--- config.mk ---
export PLATFORM = sky130hd
export DESIGN_NAME = cfg_guard
export DESIGN_NICKNAME = d
export VERILOG_FILES = /design/src/rtl/cfg_guard_pkg.sv /design/src/rtl/cfg_guard_cmp.sv /design/src/rtl/cfg_guard_policy.sv /design/src/rtl/cfg_guard_store.sv /design/src/rtl/cfg_guard.sv
export SDC_FILE = /design/constraint.sdc
export NUM_CORES = 1
export LEC_CHECK = 0
export BUFFER_PORTS_ARGS = -buffer_cell sky130_fd_sc_hd__buf_2
export CORE_MARGIN = 8
export CORE_UTILIZATION = 25
export CTS_BUF_LIST = sky130_fd_sc_hd__clkbuf_8
export CTS_CLUSTER_SIZE = 28
export DETAILED_ROUTE_END_ITERATION = 10
export HOLD_SLACK_MARGIN = 0.12
export RECOVER_POWER = 25
export SETUP_SLACK_MARGIN = 0.05
export SYNTH_ARGS = -nofsm -noshare
export SYNTH_HDL_FRONTEND = slang
export SYNTH_SLANG_ARGS = --single-unit
--- constraint.sdc ---
create_clock -name clk -period 2.7 [get_ports clk]
set_input_delay 0.27 -clock clk [delete_from_list [all_inputs] [get_ports clk]]
set_output_delay 0.27 -clock clk [all_outputs]
set_load 0.005 [all_outputs]
--- src/rtl/cfg_guard_pkg.sv ---
package cfg_guard_pkg;

   localparam logic [7:0] MODE_OPEN  = 8'h00;
   localparam logic [7:0] MODE_GUARD = 8'h40;
   localparam logic [7:0] MODE_LOCK  = 8'h80;

   localparam logic [7:0] OP_WORK = 8'h41;
   localparam logic [7:0] OP_DFLT = 8'h60;
   localparam logic [7:0] OP_PASS = 8'h70;

   localparam logic [7:0] ST_OK     = 8'h00;
   localparam logic [7:0] ST_BLOCK  = 8'hFB;
   localparam logic [7:0] ST_BADARG = 8'hF8;

   typedef enum logic [1:0] {
      ACC_OPEN  = 2'd0,
      ACC_GUARD = 2'd1,
      ACC_LOCK  = 2'd2
   } acc_e;

   typedef struct packed {
      logic work;
      logic dflt;
      logic pass;
   } req_t;

   function automatic logic mode_known(input logic [7:0] code);
      return (code == MODE_OPEN) || (code == MODE_GUARD) || (code == MODE_LOCK);
   endfunction

   function automatic acc_e mode_decode(input logic [7:0] code);
      acc_e r;
      case (code)
         MODE_GUARD: r = ACC_GUARD;
         MODE_LOCK:  r = ACC_LOCK;
         default:    r = ACC_OPEN;
      endcase
      return r;
   endfunction

   function automatic logic [7:0] mode_encode(input acc_e a);
      logic [7:0] r;
      case (a)
         ACC_GUARD: r = MODE_GUARD;
         ACC_LOCK:  r = MODE_LOCK;
         default:   r = MODE_OPEN;
      endcase
      return r;
   endfunction

endpackage

--- src/rtl/cfg_guard_cmp.sv ---
module cfg_guard_cmp #(
   parameter int PWD_BYTES = 8,
   localparam int PW = PWD_BYTES * 8
) (
   input  logic [PW-1:0] stored_i,
   input  logic [PW-1:0] cand_i,
   output logic          match_o,
   output logic          cand_zero_o
);

   logic [PWD_BYTES-1:0] byte_eq;
   logic [PWD_BYTES-1:0] byte_nz;

   for (genvar g = 0; g < PWD_BYTES; g++) begin : g_byte
      assign byte_eq[g] = (stored_i[g*8 +: 8] == cand_i[g*8 +: 8]);
      assign byte_nz[g] = |cand_i[g*8 +: 8];
   end

   assign match_o     = &byte_eq;
   assign cand_zero_o = ~|byte_nz;

endmodule

--- src/rtl/cfg_guard_policy.sv ---
module cfg_guard_policy
   import cfg_guard_pkg::*;
(
   input  logic       clk,
   input  logic       por_n,
   input  logic       rst_n,
   input  req_t       req_i,
   input  logic       match_i,
   input  logic [7:0] mode_i,
   output logic [7:0] mode_o,
   output logic       unlocked_o,
   output logic       dflt_we_o,
   output logic       work_we_o,
   output logic [7:0] code_o,
   output logic [7:0] status_o
);

   acc_e acc_q;
   logic unl_q;
   logic allowed;

   always_comb begin
      case (acc_q)
         ACC_OPEN:  allowed = 1'b1;
         ACC_GUARD: allowed = unl_q;
         default:   allowed = 1'b0;
      endcase
   end

   always_comb begin
      dflt_we_o = 1'b0;
      work_we_o = 1'b0;
      code_o    = OP_WORK;
      status_o  = ST_OK;
      if (req_i.pass) begin
         code_o   = OP_PASS;
         status_o = match_i ? ST_OK : ST_BLOCK;
      end else if (req_i.dflt) begin
         code_o = OP_DFLT;
         if (!allowed) begin
            status_o = ST_BLOCK;
         end else if (!mode_known(mode_i)) begin
            status_o = ST_BADARG;
         end else begin
            dflt_we_o = 1'b1;
         end
      end else if (req_i.work) begin
         work_we_o = 1'b1;
      end
   end

   always_ff @(posedge clk) begin
      if (!por_n) begin
         acc_q <= ACC_OPEN;
         unl_q <= 1'b0;
      end else if (!rst_n) begin
         unl_q <= 1'b0;
      end else begin
         if (req_i.pass) unl_q <= match_i;
         if (dflt_we_o)  acc_q <= mode_decode(mode_i);
      end
   end

   assign mode_o     = mode_encode(acc_q);
   assign unlocked_o = unl_q;

endmodule

--- src/rtl/cfg_guard_store.sv ---
module cfg_guard_store #(
   parameter int SET_W = 32,
   parameter int PWD_BYTES = 8,
   parameter logic [SET_W-1:0] FACTORY_SET = '0,
   localparam int PW = PWD_BYTES * 8
) (
   input  logic             clk,
   input  logic             por_n,
   input  logic             rst_n,
   input  logic             work_we_i,
   input  logic             dflt_we_i,
   input  logic             keep_pwd_i,
   input  logic [SET_W-1:0] data_i,
   input  logic [PW-1:0]    pwd_i,
   output logic [SET_W-1:0] dflt_o,
   output logic [SET_W-1:0] work_o,
   output logic [PW-1:0]    pwd_o
);

   logic [SET_W-1:0] dflt_q;
   logic [SET_W-1:0] work_q;
   logic [PW-1:0]    pwd_q;

   always_ff @(posedge clk) begin
      if (!por_n) begin
         dflt_q <= FACTORY_SET;
         work_q <= FACTORY_SET;
         pwd_q  <= '0;
      end else if (!rst_n) begin
         work_q <= dflt_q;
      end else begin
         if (work_we_i) work_q <= data_i;
         if (dflt_we_i) begin
            dflt_q <= data_i;
            if (!keep_pwd_i) pwd_q <= pwd_i;
         end
      end
   end

   assign dflt_o = dflt_q;
   assign work_o = work_q;
   assign pwd_o  = pwd_q;

endmodule

--- src/rtl/cfg_guard.sv ---
module cfg_guard
   import cfg_guard_pkg::*;
#(
   parameter int SET_W = 32,
   parameter int PWD_BYTES = 8,
   parameter logic [SET_W-1:0] FACTORY_SET = 32'hA5A5_0F0F,
   localparam int PW = PWD_BYTES * 8
) (
   input  logic             clk,
   input  logic             por_n,
   input  logic             rst_n,
   input  logic             wr_work_i,
   input  logic             wr_dflt_i,
   input  logic             pass_i,
   input  logic [SET_W-1:0] data_i,
   input  logic [7:0]       mode_i,
   input  logic [PW-1:0]    pwd_i,
   output logic             rsp_valid_o,
   output logic [7:0]       rsp_code_o,
   output logic [7:0]       rsp_status_o,
   output logic [7:0]       mode_o,
   output logic             unlocked_o,
   output logic [SET_W-1:0] dflt_o,
   output logic [SET_W-1:0] work_o
);

   if (SET_W < 1) begin : g_bad_set_w
      $error("cfg_guard: SET_W must be at least 1");
   end
   if (PWD_BYTES < 1) begin : g_bad_pwd
      $error("cfg_guard: PWD_BYTES must be at least 1");
   end

   logic       live;
   req_t       req;
   logic       match, cand_zero;
   logic       dflt_we, work_we;
   logic [7:0] code_n, status_n;
   logic [PW-1:0] pwd_stored;

   assign live     = por_n & rst_n;
   assign req.work = live & wr_work_i;
   assign req.dflt = live & wr_dflt_i;
   assign req.pass = live & pass_i;

   cfg_guard_cmp #(.PWD_BYTES(PWD_BYTES)) u_cmp (
      .stored_i    (pwd_stored),
      .cand_i      (pwd_i),
      .match_o     (match),
      .cand_zero_o (cand_zero)
   );

   cfg_guard_policy u_policy (
      .clk        (clk),
      .por_n      (por_n),
      .rst_n      (rst_n),
      .req_i      (req),
      .match_i    (match),
      .mode_i     (mode_i),
      .mode_o     (mode_o),
      .unlocked_o (unlocked_o),
      .dflt_we_o  (dflt_we),
      .work_we_o  (work_we),
      .code_o     (code_n),
      .status_o   (status_n)
   );

   cfg_guard_store #(
      .SET_W       (SET_W),
      .PWD_BYTES   (PWD_BYTES),
      .FACTORY_SET (FACTORY_SET)
   ) u_store (
      .clk        (clk),
      .por_n      (por_n),
      .rst_n      (rst_n),
      .work_we_i  (work_we),
      .dflt_we_i  (dflt_we),
      .keep_pwd_i (cand_zero),
      .data_i     (data_i),
      .pwd_i      (pwd_i),
      .dflt_o     (dflt_o),
      .work_o     (work_o),
      .pwd_o      (pwd_stored)
   );

   always_ff @(posedge clk) begin
      if (!live) begin
         rsp_valid_o  <= 1'b0;
         rsp_code_o   <= 8'h00;
         rsp_status_o <= 8'h00;
      end else begin
         rsp_valid_o <= req.work | req.dflt | req.pass;
         if (req.work | req.dflt | req.pass) begin
            rsp_code_o   <= code_n;
            rsp_status_o <= status_n;
         end
      end
   end

endmodule

After elaboration in Yosys (flattened, before gate mapping) --
Index checks and enable logic that the tools add are counted.
Cells by class: eq/ne operators 13, muxes and demuxes 19, bitwise gates (word level) 6, reductions and logical operators 9
Operator list (count):
- equality test 8 bit | 8
- 2-to-1 mux 32 bit | 2
- OR reduction 64 bit | 1
- 2-to-1 mux 8 bit | 6
- one-hot mux 8 bit (2 select lines) | 1
- equality test 8 x 7 -> 1 bit (second input constant) | 1
- equality test 8 bit (second input constant) | 1
- zero test 8 bit | 1
- AND reduction 8 bit | 1
- 2-to-1 mux 1 bit | 7
- 2-to-1 mux 6 bit | 1
- AND 1 bit | 4
- one-hot mux 2 bit (2 select lines) | 1
- AND reduction 2 bit | 2
- AND reduction 3 bit | 1
- equality test 2 x 1 -> 1 bit (second input constant) | 1
- equality test 2 bit (second input constant) | 1
- zero test 2 bit | 1
- logical OR 1 bit | 2
- != test 2 x 1 -> 1 bit (second input constant) | 1
- OR 1 bit | 2
- one-hot mux 1 bit (2 select lines) | 1
Storage, ports and cells: flip-flop bits (word level) 148, input bits 110, output and inout bits 90, logic and storage cells 55

Logic depth before layout (Yosys ltp) --
Gate-level depths: netlist (run 1).
depth after elaboration 8, gate-level depth with buffers 8, mapped depth without buffers 5

By module --
A second synthesis (run 1) with hierarchy kept.
Unflattened totals: cell total of the unflattened synthesis 801, area, all modules 7350.8 sq um
Modules (own cells, without submodules):
- cfg_guard_store | instances 1, cells each 567, area an instance 5373.9 sq um, seq. area each 2562.5 sq um
- cfg_guard_cmp | instances 1, cells each 106, area an instance 829.5 sq um, seq. area each 0.0 sq um
- cfg_guard | instances 1, cells each 81, area an instance 769.5 sq um, seq. area each 340.3 sq um
- cfg_guard_policy | instances 1, cells each 47, area an instance 377.9 sq um, seq. area each 60.1 sq um

Worst setup path before layout (run 1) --
OpenSTA, ideal clock, no wires.
path type in2reg, start input mode_i[1], end register u_store.dflt_q[10], in the netlist u_store.dflt_o[10], setup time 0.137 ns, arrival time 1.681 ns, required time 2.563 ns, slack 0.882 ns, cell stages on the path 7, buffers on the path 2, cell sequence or4_4 -> nor3_4 -> nand4_1 -> clkbuf_1 -> buf_2 -> nand2_1 -> nand3_1
Between the ends: cells in the longest elaborated chain, start to end 8, elaborated cells between the ends (all ways) 10
RTL lines:
- start, declared | line cfg_guard.sv:16 | input logic [7:0] mode_i,
- equality test 8 x 7 -> 1 bit / zero test 8 bit (equally long branches) | line cfg_guard_pkg.sv:28 | return (code == MODE_OPEN) || (code == MODE_GUARD) || (code == MODE_LOCK);
- logical OR 1 bit | line cfg_guard_pkg.sv:28
- logical OR 1 bit (*) | line cfg_guard_pkg.sv:28
- 2-to-1 mux 1 bit (*) | line cfg_guard_policy.sv:42 | end else if (!mode_known(mode_i)) begin
- 2-to-1 mux 1 bit (*) | line cfg_guard_policy.sv:40 | if (!allowed) begin
- 2-to-1 mux 1 bit (*) | line cfg_guard_policy.sv:38 | end else if (req_i.dflt) begin
- 2-to-1 mux 1 bit (*) | line cfg_guard_policy.sv:35 | if (req_i.pass) begin
- AND reduction 2 bit (no source line) (*)
- end signal, assigned | line cfg_guard_store.sv:34 | dflt_q <= data_i;
- end, declared | line cfg_guard_store.sv:20 | logic [SET_W-1:0] dflt_q;
Every way passes the cells marked *; elsewhere a longest branch is shown, timed or not. A chain may end at the register's enable or synchronous reset.

Worst setup path in the final report (run 1) --
start input pwd_i[56], end register u_store.pwd_q[40], in the netlist u_store.pwd_o[40]
Between the ends: cells in the longest elaborated chain, start to end 2
RTL lines:
- start, declared | line cfg_guard.sv:17 | input logic [PW-1:0] pwd_i,
- OR reduction 64 bit | line cfg_guard_cmp.sv:20 | assign cand_zero_o = ~|byte_nz;
- AND reduction 3 bit (no source line)
- end signal, assigned | line cfg_guard_store.sv:35 | if (!keep_pwd_i) pwd_q <= pwd_i;
- end, declared | line cfg_guard_store.sv:22 | logic [PW-1:0] pwd_q;
Every way passes these cells.

==> results.json, run 1 <==
{
  "status": "finished, final reports clean",
  "synth.area.top_cells": "dfxtp_1 42%, xor2_1 8.5%, o21ai_0 6.2%",
  "synth_edf_count": 0,
  "cts_max_level": 4,
  "ant_nets": 0,
  "final_core_util_pct": 34.8,
  "cts_sinks": 138,
  "crit_arrival_ps": 2880,
  "ys_seq_elements": 138,
  "skew_ps": 10.2,
  "grt_overflow": 0,
  "slew_headroom_pct": 50.4,
  "fin_area_sq_um": 9040,
  "grtUsageMet3_pct": 3.22,
  "crit_fanout": 51,
  "die_h_um": 178,
  "stdcell_count": 1363,
  "netlist-cell-type-count": 37,
  "dpl_cell_area_sq_um": 7790,
  "grt_pass1_wl_um": 34000,
  "clockBufferDepth": 2,
  "final_cell_mix": "142 x buf_2, 138 x dfxtp_1, 91 x dlygate4sd3_1, 85 x nand2_1, 82 x o21ai_0",
  "synth_top_area_cell": "dfxtp_1",
  "maxCapViolCount": 0,
  "grt_antenna_before_repair": 1,
  "area_growth_pct": 37.0,
  "total_power_mw": 4.29,
  "totalWireLength_um": 22600,
  "met2_usage_pct": 20.5,
  "syn_inst": 765,
  "rsz0062_at_grt": "false",
  "setup_viol": 0,
  "fillers": 2736,
  "synth_warnings": 0,
  "vdd_ir_drop_max_mv": 0.223,
  "syn-cell-area_sq_um": 6600,
  "cts_tree": "built",
  "hold_violations": 0,
  "start_util_pct": 25.4,
  "die_area_sq_um": 31900,
  "required_ps": 3020,
  "port_buffers": 188,
  "fmax_mhz": 390,
  "crit_type": "input pin to register",
  "ios": 200,
  "static-leakage-power_nw": 3.81,
  "fp.dieW_um": 178,
  "tns_ps": 0,
  "gr-usage-all-layers_pct": 13.5,
  "synth_top_area_share_pct": 41.9,
  "min_path_type": "input pin to register",
  "post_synth.cell_area_avg_sq_um": 8.63,
  "clkTransAtPathRegs_ps": 80,
  "synth_seq_area_share_pct": 41.9,
  "cts_buffers": 17,
  "fin_worst_hold_slack_ps": 150,
  "ctsRootBufferMaster": "clkbuf_8",
  "row_count": 59,
  "grt_max_degree": 98,
  "cts_setup_buffers": 0,
  "dpl.cell_count": 1239,
  "routedWlPerCell_um": 16.6,
  "worstSkewPairLatency_ps": 440,
  "slew_violations": 0,
  "drive_above_1_share_pct": 19.3,
  "routabilityCongestion": 0.773,
  "avgViaCountPerCell": 4.77,
  "drtPass1Iterations": 4,
  "fin_ws_ps": 138,
  "fin_crit_ps": 2560,
  "start_kind": "input pin",
  "hpwlAfterDp_um": 15600,
  "endpoint_kind": "register",
  "core_sq_um": 26000,
  "fin_crit_sh_pct": 94.9,
  "ys.flop_type": "dfxtp_1",
  "worst_slew_pin_slew_ps": 744,
  "drt-initial-drc-count": 496,
  "fin_nets": 1124,
  "met1_usage_pct": 18.0,
  "layout_commonest_cell": "buf_2",
  "dpl_worst_slack_ps": 242,
  "vias": 6505,
  "grt-busiest-layer": "met2",
  "drc": 0,
  "grt_pass1_vias": 6138,
  "powerDensity_nw_per_um2": 474,
  "synthArstFlopShare_pct": 0
}
## registers in the layout, summed over array words and instances (netlist names)
name / cells
rsp_status_o: 2
u_store.pwd_o: 64
u_policy.unlocked_o: 1
rsp_valid_o: 1
u_store.work_o: 32
u_store.dflt_o: 32
rsp_code_o: 4
u_policy.acc_q: 2
## power by group
| group | leakage (nW) | internal [mW] | switching, mW |
|---|---|---|---|
| sequential | 1.12 | 2.07 | 0.0200 |
| clock | 0.204 | 0.861 | 0.831 |
| combinational | 2.48 | 0.251 | 0.254 |
## Yosys cell counts, types with 9 or more instances
cell,instances
a21boi_1,39
buf_4,21
xor2_1,64
nand4_1,9
clkbuf_1,39
mux2i_1,16
a211oi_1,17
dfxtp_1,138
nand2_1,85
a21boi_0,42
nor2b_1,21
nor4_1,33
nand3_1,81
o21ai_0,82
o211a_1,16
buf_2,10
nor2_1,22
## routing by layer
metal	part of all wire, %	vias to the layer above
met5	0	-
met4	2.7	0
met3	6.0	37
met2	46	195
met1	45	3099
li1	-	3174
## worst max-delay path, stage by stage
cell and delay, ps:
dlygate4sd3_1 550, buf_2 150, nor4_1 490, nand4_1 240
or4_2 740, buf_12 220, nand3_1 110, a21boi_0 90
## area by class of cell
cell class                      count  area [sq um]  area share (%)
Antenna cell                        1          2.50          0.0277
Tap cell                          335           419            4.64
Timing Repair Buffer              298          2010            22.2
Clock buffer                       19           262            2.89
Sequential cell                   138          2760            30.6
Multi-Input combinational cell    559          3460            38.2
Clock inverter                     13           129            1.43
## kinds of logic (layout without fill, tap and decap cells)
kind of cell              after synthesis  after routing  share of synthesized area (%)
and+or+nand+nor                       264            264                           20.1
other                                   1             12                         0.0568
DFF                                   138            138                           41.9
buffers and inverters                  78            330                           6.50
muxes                                  16             16                           2.43
AOI/OAI and AO/OA                     204            204                           20.6
xor gates and xnor gates               64             64                           8.49
## path summary, 6_finish.rpt
check | startpoint | endpoint | slack, ps | depth (start not counted)
worst min register to register | rsp_code_o[6] | rsp_code_o[6] | 460 | 1
worst max-delay path | pwd_i[56] | u_store.pwd_o[40] | 140 | 8
worst max register to register | u_policy.acc_q[0] | u_store.dflt_o[23] | 350 | 7
worst min-delay path | pwd_i[18] | u_store.pwd_o[18] | 150 | 3
## timing repair
item,CTS,global route
hold buffers,90,1
endpoints found under the hold margin,98,1
gates resized for setup,0,1
endpoints found under the setup margin,0,19
Note: power is estimated with default switching activity, not from simulation.
==> inputs of run 2 (changes only) <==
--- a/config.mk
+++ b/config.mk
@@ -6,8 +6,8 @@
 export NUM_CORES = 1
 export LEC_CHECK = 0
 export BUFFER_PORTS_ARGS = -buffer_cell sky130_fd_sc_hd__buf_2
-export CORE_MARGIN = 8
-export CORE_UTILIZATION = 25
+export CORE_MARGIN = 3
+export CORE_UTILIZATION = 40
 export CTS_BUF_LIST = sky130_fd_sc_hd__clkbuf_8
 export CTS_CLUSTER_SIZE = 28
 export DETAILED_ROUTE_END_ITERATION = 10
==> run 2 against run 1 <==
  * Flip-flop and latch count stayed put
  * Fmax is 1.2% higher
  * Clock skew is 1.2 ps higher
  * Register-to-register slack worse by 20 ps
  * Setup slack better by 30 ps
  * Cell count is 8.1% lower
  * Utilization is 22 points higher
  * Non-clock buffer count is 8 higher
  * Clock power is 9% higher
  * Sequential share of layout area hardly changed
  * Final area hardly changed
  * Sequential power hardly changed
  * Critical endpoint is now u_store.pwd_o[61]
==> results.json, run 2 (synthesis results as in run 1) <==
{
  "status": "finished, final reports clean",
  "crit_top_cell": "buf_4",
  "required_ps": 3030,
  "powerDensity_nw_per_um2": 493,
  "gr-usage-all-layers_pct": 22.0,
  "slew_violations": 0,
  "vias": 6476,
  "hold_depth": 3,
  "met2_usage_pct": 33.9,
  "die_area_sq_um": 18100,
  "cts_buffers": 17,
  "clockBufferDepth": 2,
  "intPower_mw": 3.34,
  "cp_num_cells": 10,
  "clockPowerShare_pct": 41.6,
  "crit_chain": "dlygate4sd3_1 > buf_2 > nor4_1 > buf_4 > nand4_1 > buf_4 > or4_2 > buf_4 > nand3_1 > a21boi_0",
  "ctsRootBufferMaster": "clkbuf_8",
  "grt_max_degree": 131,
  "drtPass1Iterations": 4,
  "endpoint_kind": "register",
  "routedWlPerCell_um": 16.2,
  "cts_sinks": 138,
  "grt_pass1_wl_um": 31900,
  "grtUsageMet3_pct": 4.55,
  "fin_nets": 1132,
  "crit_arrival_ps": 2860,
  "drc": 0,
  "p_comb_share_pct": 11.5,
  "cp_slowest_cell": "or4_2",
  "total_power_mw": 4.46,
  "maxCapViolCount": 0,
  "final_core_util_pct": 56.5,
  "port_buffers": 188,
  "vdd_ir_drop_max_mv": 0.493,
  "layout_commonest_cell": "buf_2",
  "grt-busiest-layer": "met2",
  "ios": 200,
  "fmax_mhz": 395,
  "avgViaCountPerCell": 5.17,
  "fp.dieW_um": 134,
  "start_util_pct": 41.2,
  "min_path_type": "input pin to register",
  "fin_crit_ps": 2530,
  "die_h_um": 134,
  "setup_viol": 0,
  "drt-initial-drc-count": 453,
  "crit_buf_inv": 5,
  "hold_violations": 0,
  "grt_overflow": 0,
  "drive_above_1_share_pct": 21.3,
  "r2r_cells": 7,
  "cts_tree": "built",
  "worst_slew_pin_slew_ps": 681,
  "crit_family": "buffers and inverters",
  "routabilityCongestion": 0.769,
  "crit_fanout": 23,
  "static-leakage-power_nw": 3.87,
  "core_sq_um": 16000,
  "rsz0062_at_grt": "false",
  "slew_headroom_pct": 54.6,
  "totalWireLength_um": 20300,
  "clkTransAtPathRegs_ps": 80,
  "row_count": 46,
  "largest_reg_flops": 64,
  "cts_max_level": 4,
  "p_switching_mw": 1.12,
  "final_cell_mix": "158 x buf_2, 138 x dfxtp_1, 98 x dlygate4sd3_1, 85 x nand2_1, 82 x o21ai_0",
  "area_growth_pct": 36.9,
  "ant_nets": 0,
  "grt_pass1_vias": 6017,
  "slowest_delay_ps": 710,
  "start_kind": "input pin",
  "pwr-share-seq_pct": 46.9,
  "skew_ps": 11.4,
  "met1_usage_pct": 30.8,
  "grt_antenna_before_repair": 1,
  "tns_ps": 0,
  "worstSkewPairLatency_ps": 450,
  "hpwlAfterDp_um": 13100,
  "fin_crit_sh_pct": 93.8,
  "crit_type": "input pin to register",
  "power_switching_share_pct": 25.1
}
==> run 2: cell type report <==
cell class                      instances  area (sq um)
Fill cell                            1512          6960
Multi-Input combinational cell        559          3470
Sequential cell                       138          2760
Timing Repair Buffer                  306          2100
Tap cell                              216           270
Clock buffer                           17           234
Clock inverter                         15           198
Antenna cell                            1          2.50
==> run 2: per-stage QoR <==
step / std cells / setup slack [ps] / hold WS [ps] / instance area, sq um
finish: 1252 / 168 / 153 / 9040
global route: 1252 / 76.9 / 134 / 9040
CTS: 1249 / 80.9 / 121 / 9040
detailed placement: 1119 / 111 / 437 / 7620
global placement: 1119 / 123 / 438 / 7620
floorplan: 775 / 882 / 394 / 6640
==> run 2: repair_timing <==
| action | CTS | global route |
|---|---|---|
| setup buffers | 0 | 2 |
| endpoints found under the setup margin | 0 | 64 |
| hold buffers | 98 | 0 |
| hold endpoints to repair | 109 | 0 |
| gates resized for setup | 0 | 3 |
==> run 2: final timing paths <==
kind	from	endpoint	slack, ps
worst max register to register	u_policy.acc_q[0]	u_store.dflt_o[29]	330
worst min register to register	rsp_code_o[6]	rsp_code_o[6]	450
worst min-delay path	wr_work_i	rsp_code_o[0]	150
worst max-delay path	pwd_i[60]	u_store.pwd_o[61]	170
==> run 2: per-layer routing <==
layer / wire length [um] / up-vias / share of wire (%)
li1: - / 3187 / -
met1: 9170 / 3035 / 45
met3: 1260 / 36 / 6.2
met4: 513 / 0 / 2.5
met5: 0 / - / 0
met2: 9380 / 218 / 46
==> run 2: worst register-to-register path: cells and delay by family (launching register included) <==
| kind | cells | cell delay [ps] |
|---|---|---|
| simple gates | 4 | 840 |
| buf+inv | 2 | 800 |
| compound gates | 1 | 350 |
| flops | 1 | 340 |
==> run 2: power groups by stage <==
stage,registers (mW),clock network [mW],logic [mW]
detailed placement,2.14,0,0.403
global placement,2.14,0,0.404
global route,2.09,1.98,0.557
finish,2.09,1.85,0.512
floorplan,2.14,0,0.191
CTS,2.09,1.90,0.512
==> inputs of run 3 (changes only) <==
--- a/config.mk
+++ b/config.mk
@@ -7,11 +7,12 @@
 export LEC_CHECK = 0
 export BUFFER_PORTS_ARGS = -buffer_cell sky130_fd_sc_hd__buf_2
 export CORE_MARGIN = 3
-export CORE_UTILIZATION = 40
+export CORE_UTILIZATION = 58
 export CTS_BUF_LIST = sky130_fd_sc_hd__clkbuf_8
 export CTS_CLUSTER_SIZE = 28
 export DETAILED_ROUTE_END_ITERATION = 10
 export HOLD_SLACK_MARGIN = 0.12
+export PLACE_DENSITY = 0.89
 export RECOVER_POWER = 25
 export SETUP_SLACK_MARGIN = 0.05
 export SYNTH_ARGS = -nofsm -noshare
==> run 3 against run 2 <==
  * Sequential share of layout area up 1.8 points
  * Combinational power fell by 6.2%
  * Highest routed layer unchanged
  * Critical path depth shrank 2
  * Largest cell class unchanged
  * Count of clock-buffer cells in the layout up 1
  * Setup slack worse by 130 ps
==> results.json, run 3 (synthesis results as in run 1) <==
{
  "row_count": 38,
  "ios": 200,
  "clockPowerShare_pct": 39.2,
  "vias": 6742,
  "fmax_mhz": 376,
  "ctsRootBufferMaster": "clkbuf_8",
  "gr-usage-all-layers_pct": 30.4,
  "cts_max_level": 4,
  "port_buffers": 188,
  "clockBufferDepth": 2,
  "core_sq_um": 11000,
  "worstSkewPairLatency_ps": 440,
  "fin_nets": 1095,
  "routedWlPerCell_um": 17.5,
  "ant_nets": 0,
  "drive_above_1_share_pct": 21.1,
  "maxCapViolCount": 0,
  "hpwlAfterDp_um": 12100,
  "cts_buffers": 17,
  "crit_chain": "dlygate4sd3_1 > buf_2 > nor4_1 > nand4_1 > or4_2 > buf_12 > nand3_1 > a21boi_0",
  "drc": 0,
  "grt_antenna_before_repair": 0,
  "start_util_pct": 60.1,
  "tns_ps": 0,
  "grt_pass1_vias": 6275,
  "skew_ps": 19.3,
  "avgViaCountPerCell": 5.92,
  "p_switching_mw": 1.09,
  "fillers": 781,
  "power_switching_share_pct": 25.8,
  "cts_setup_buffers": 0,
  "cts_tree": "built",
  "slew_headroom_pct": 20.9,
  "crit_type": "input pin to register",
  "drt-initial-drc-count": 759,
  "min_path_type": "input pin to register",
  "dpl_cell_area_sq_um": 7520,
  "worst_slew_pin_slew_ps": 1190,
  "slew_violations": 0,
  "rsz0062_at_grt": "false",
  "fin_crit_sh_pct": 98.5,
  "crit_arrival_ps": 2960,
  "drtPass1Iterations": 8,
  "cp_slowest_cell": "or4_2",
  "final_core_util_pct": 77.7,
  "die_h_um": 113,
  "grt_max_degree": 98,
  "area_growth_pct": 29.4,
  "routabilityCongestion": 0.860,
  "p_comb_share_pct": 11.4,
  "vdd_ir_drop_max_mv": 0.509,
  "setup_viol": 0,
  "layout_commonest_cell": "buf_2",
  "hold_violations": 0,
  "fin_crit_ps": 2660,
  "grt_pass1_wl_um": 31400,
  "crit_fanout": 55,
  "required_ps": 3000,
  "powerDensity_nw_per_um2": 495,
  "cts_sinks": 138,
  "grt_overflow": 0,
  "dpl_worst_slack_ps": 248,
  "final_cell_mix": "156 x buf_2, 138 x dfxtp_1, 85 x nand2_1, 82 x o21ai_0, 81 x nand3_1",
  "endpoint_kind": "register",
  "pwr-share-seq_pct": 49.5,
  "intPower_mw": 3.13,
  "multiInputGateArea_sq_um": 3470,
  "clkTransAtPathRegs_ps": 90,
  "largest_reg_flops": 64,
  "fp.dieW_um": 113,
  "die_area_sq_um": 12700,
  "totalWireLength_um": 19900,
  "start_kind": "input pin",
  "regArea_sq_um": 2760,
  "static-leakage-power_nw": 3.71,
  "fin_ws_ps": 39.5,
  "fin_area_sq_um": 8540,
  "total_power_mw": 4.22,
  "status": "finished, final reports clean",
  "slowest_delay_ps": 800,
  "antennaDiodeCount": 0
}
## run 3: power by group through the flow
stage	clock network, mW	registers, mW	logic, mW
final	1.65	2.09	0.480
after global placement	0	2.13	0.384
after detailed placement	0	2.14	0.387
after global routing	1.75	2.09	0.515
after floorplan	0	2.14	0.191
after CTS	1.65	2.09	0.465
## run 3: layout make-up
| type | count | share of cell area [%] |
|---|---|---|
| tap | 140 | 2.05 |
| clock buffer | 18 | 2.90 |
| timing repair buffer | 269 | 20.5 |
| sequential | 138 | 32.4 |
| clock inverter | 14 | 1.54 |
| multi-input combinational | 559 | 40.7 |
## run 3: path summary, 6_finish.rpt
check                                        from                end  slack, ps  cells past startpoint
worst max register to register  u_policy.acc_q[0]  u_store.pwd_o[14]        500                      6
worst min-delay path                    pwd_i[60]  u_store.pwd_o[60]        130                      3
worst max-delay path                    pwd_i[44]  u_store.pwd_o[14]         40                      8
worst min register to register      rsp_code_o[6]      rsp_code_o[6]        460                      1
## run 3: per-stage QoR
step / cells / hold WS [ps]
after floorplan: 775 / 394
after global placement: 1040 / 431
after detailed placement: 1040 / 439
after CTS: 1138 / 121
after global routing: 1138 / 122
final: 1138 / 132
## run 3: timing repair
item / 4_1_cts / 5_1_grt
endpoints found under the hold margin: 69 / 0
hold buffers: 66 / 0
gates resized for setup: 0 / 4
setup endpoints to repair: 0 / 48
## run 3: routing by layer
layer / wire [um] / GRT usage [%]
met5: 0 / 0
met4: 952 / 15.9
met3: 1810 / 6.47
met2: 9270 / 48.8
met1: 7890 / 38.6
## run 3: critical path: cells and delay by family
| kind | cells | cell delay, ps |
|---|---|---|
| buffers and inverters | 3 | 900 |
| AOI/OAI and AO/OA | 1 | 130 |
| and+or+nand+nor | 4 | 1620 |
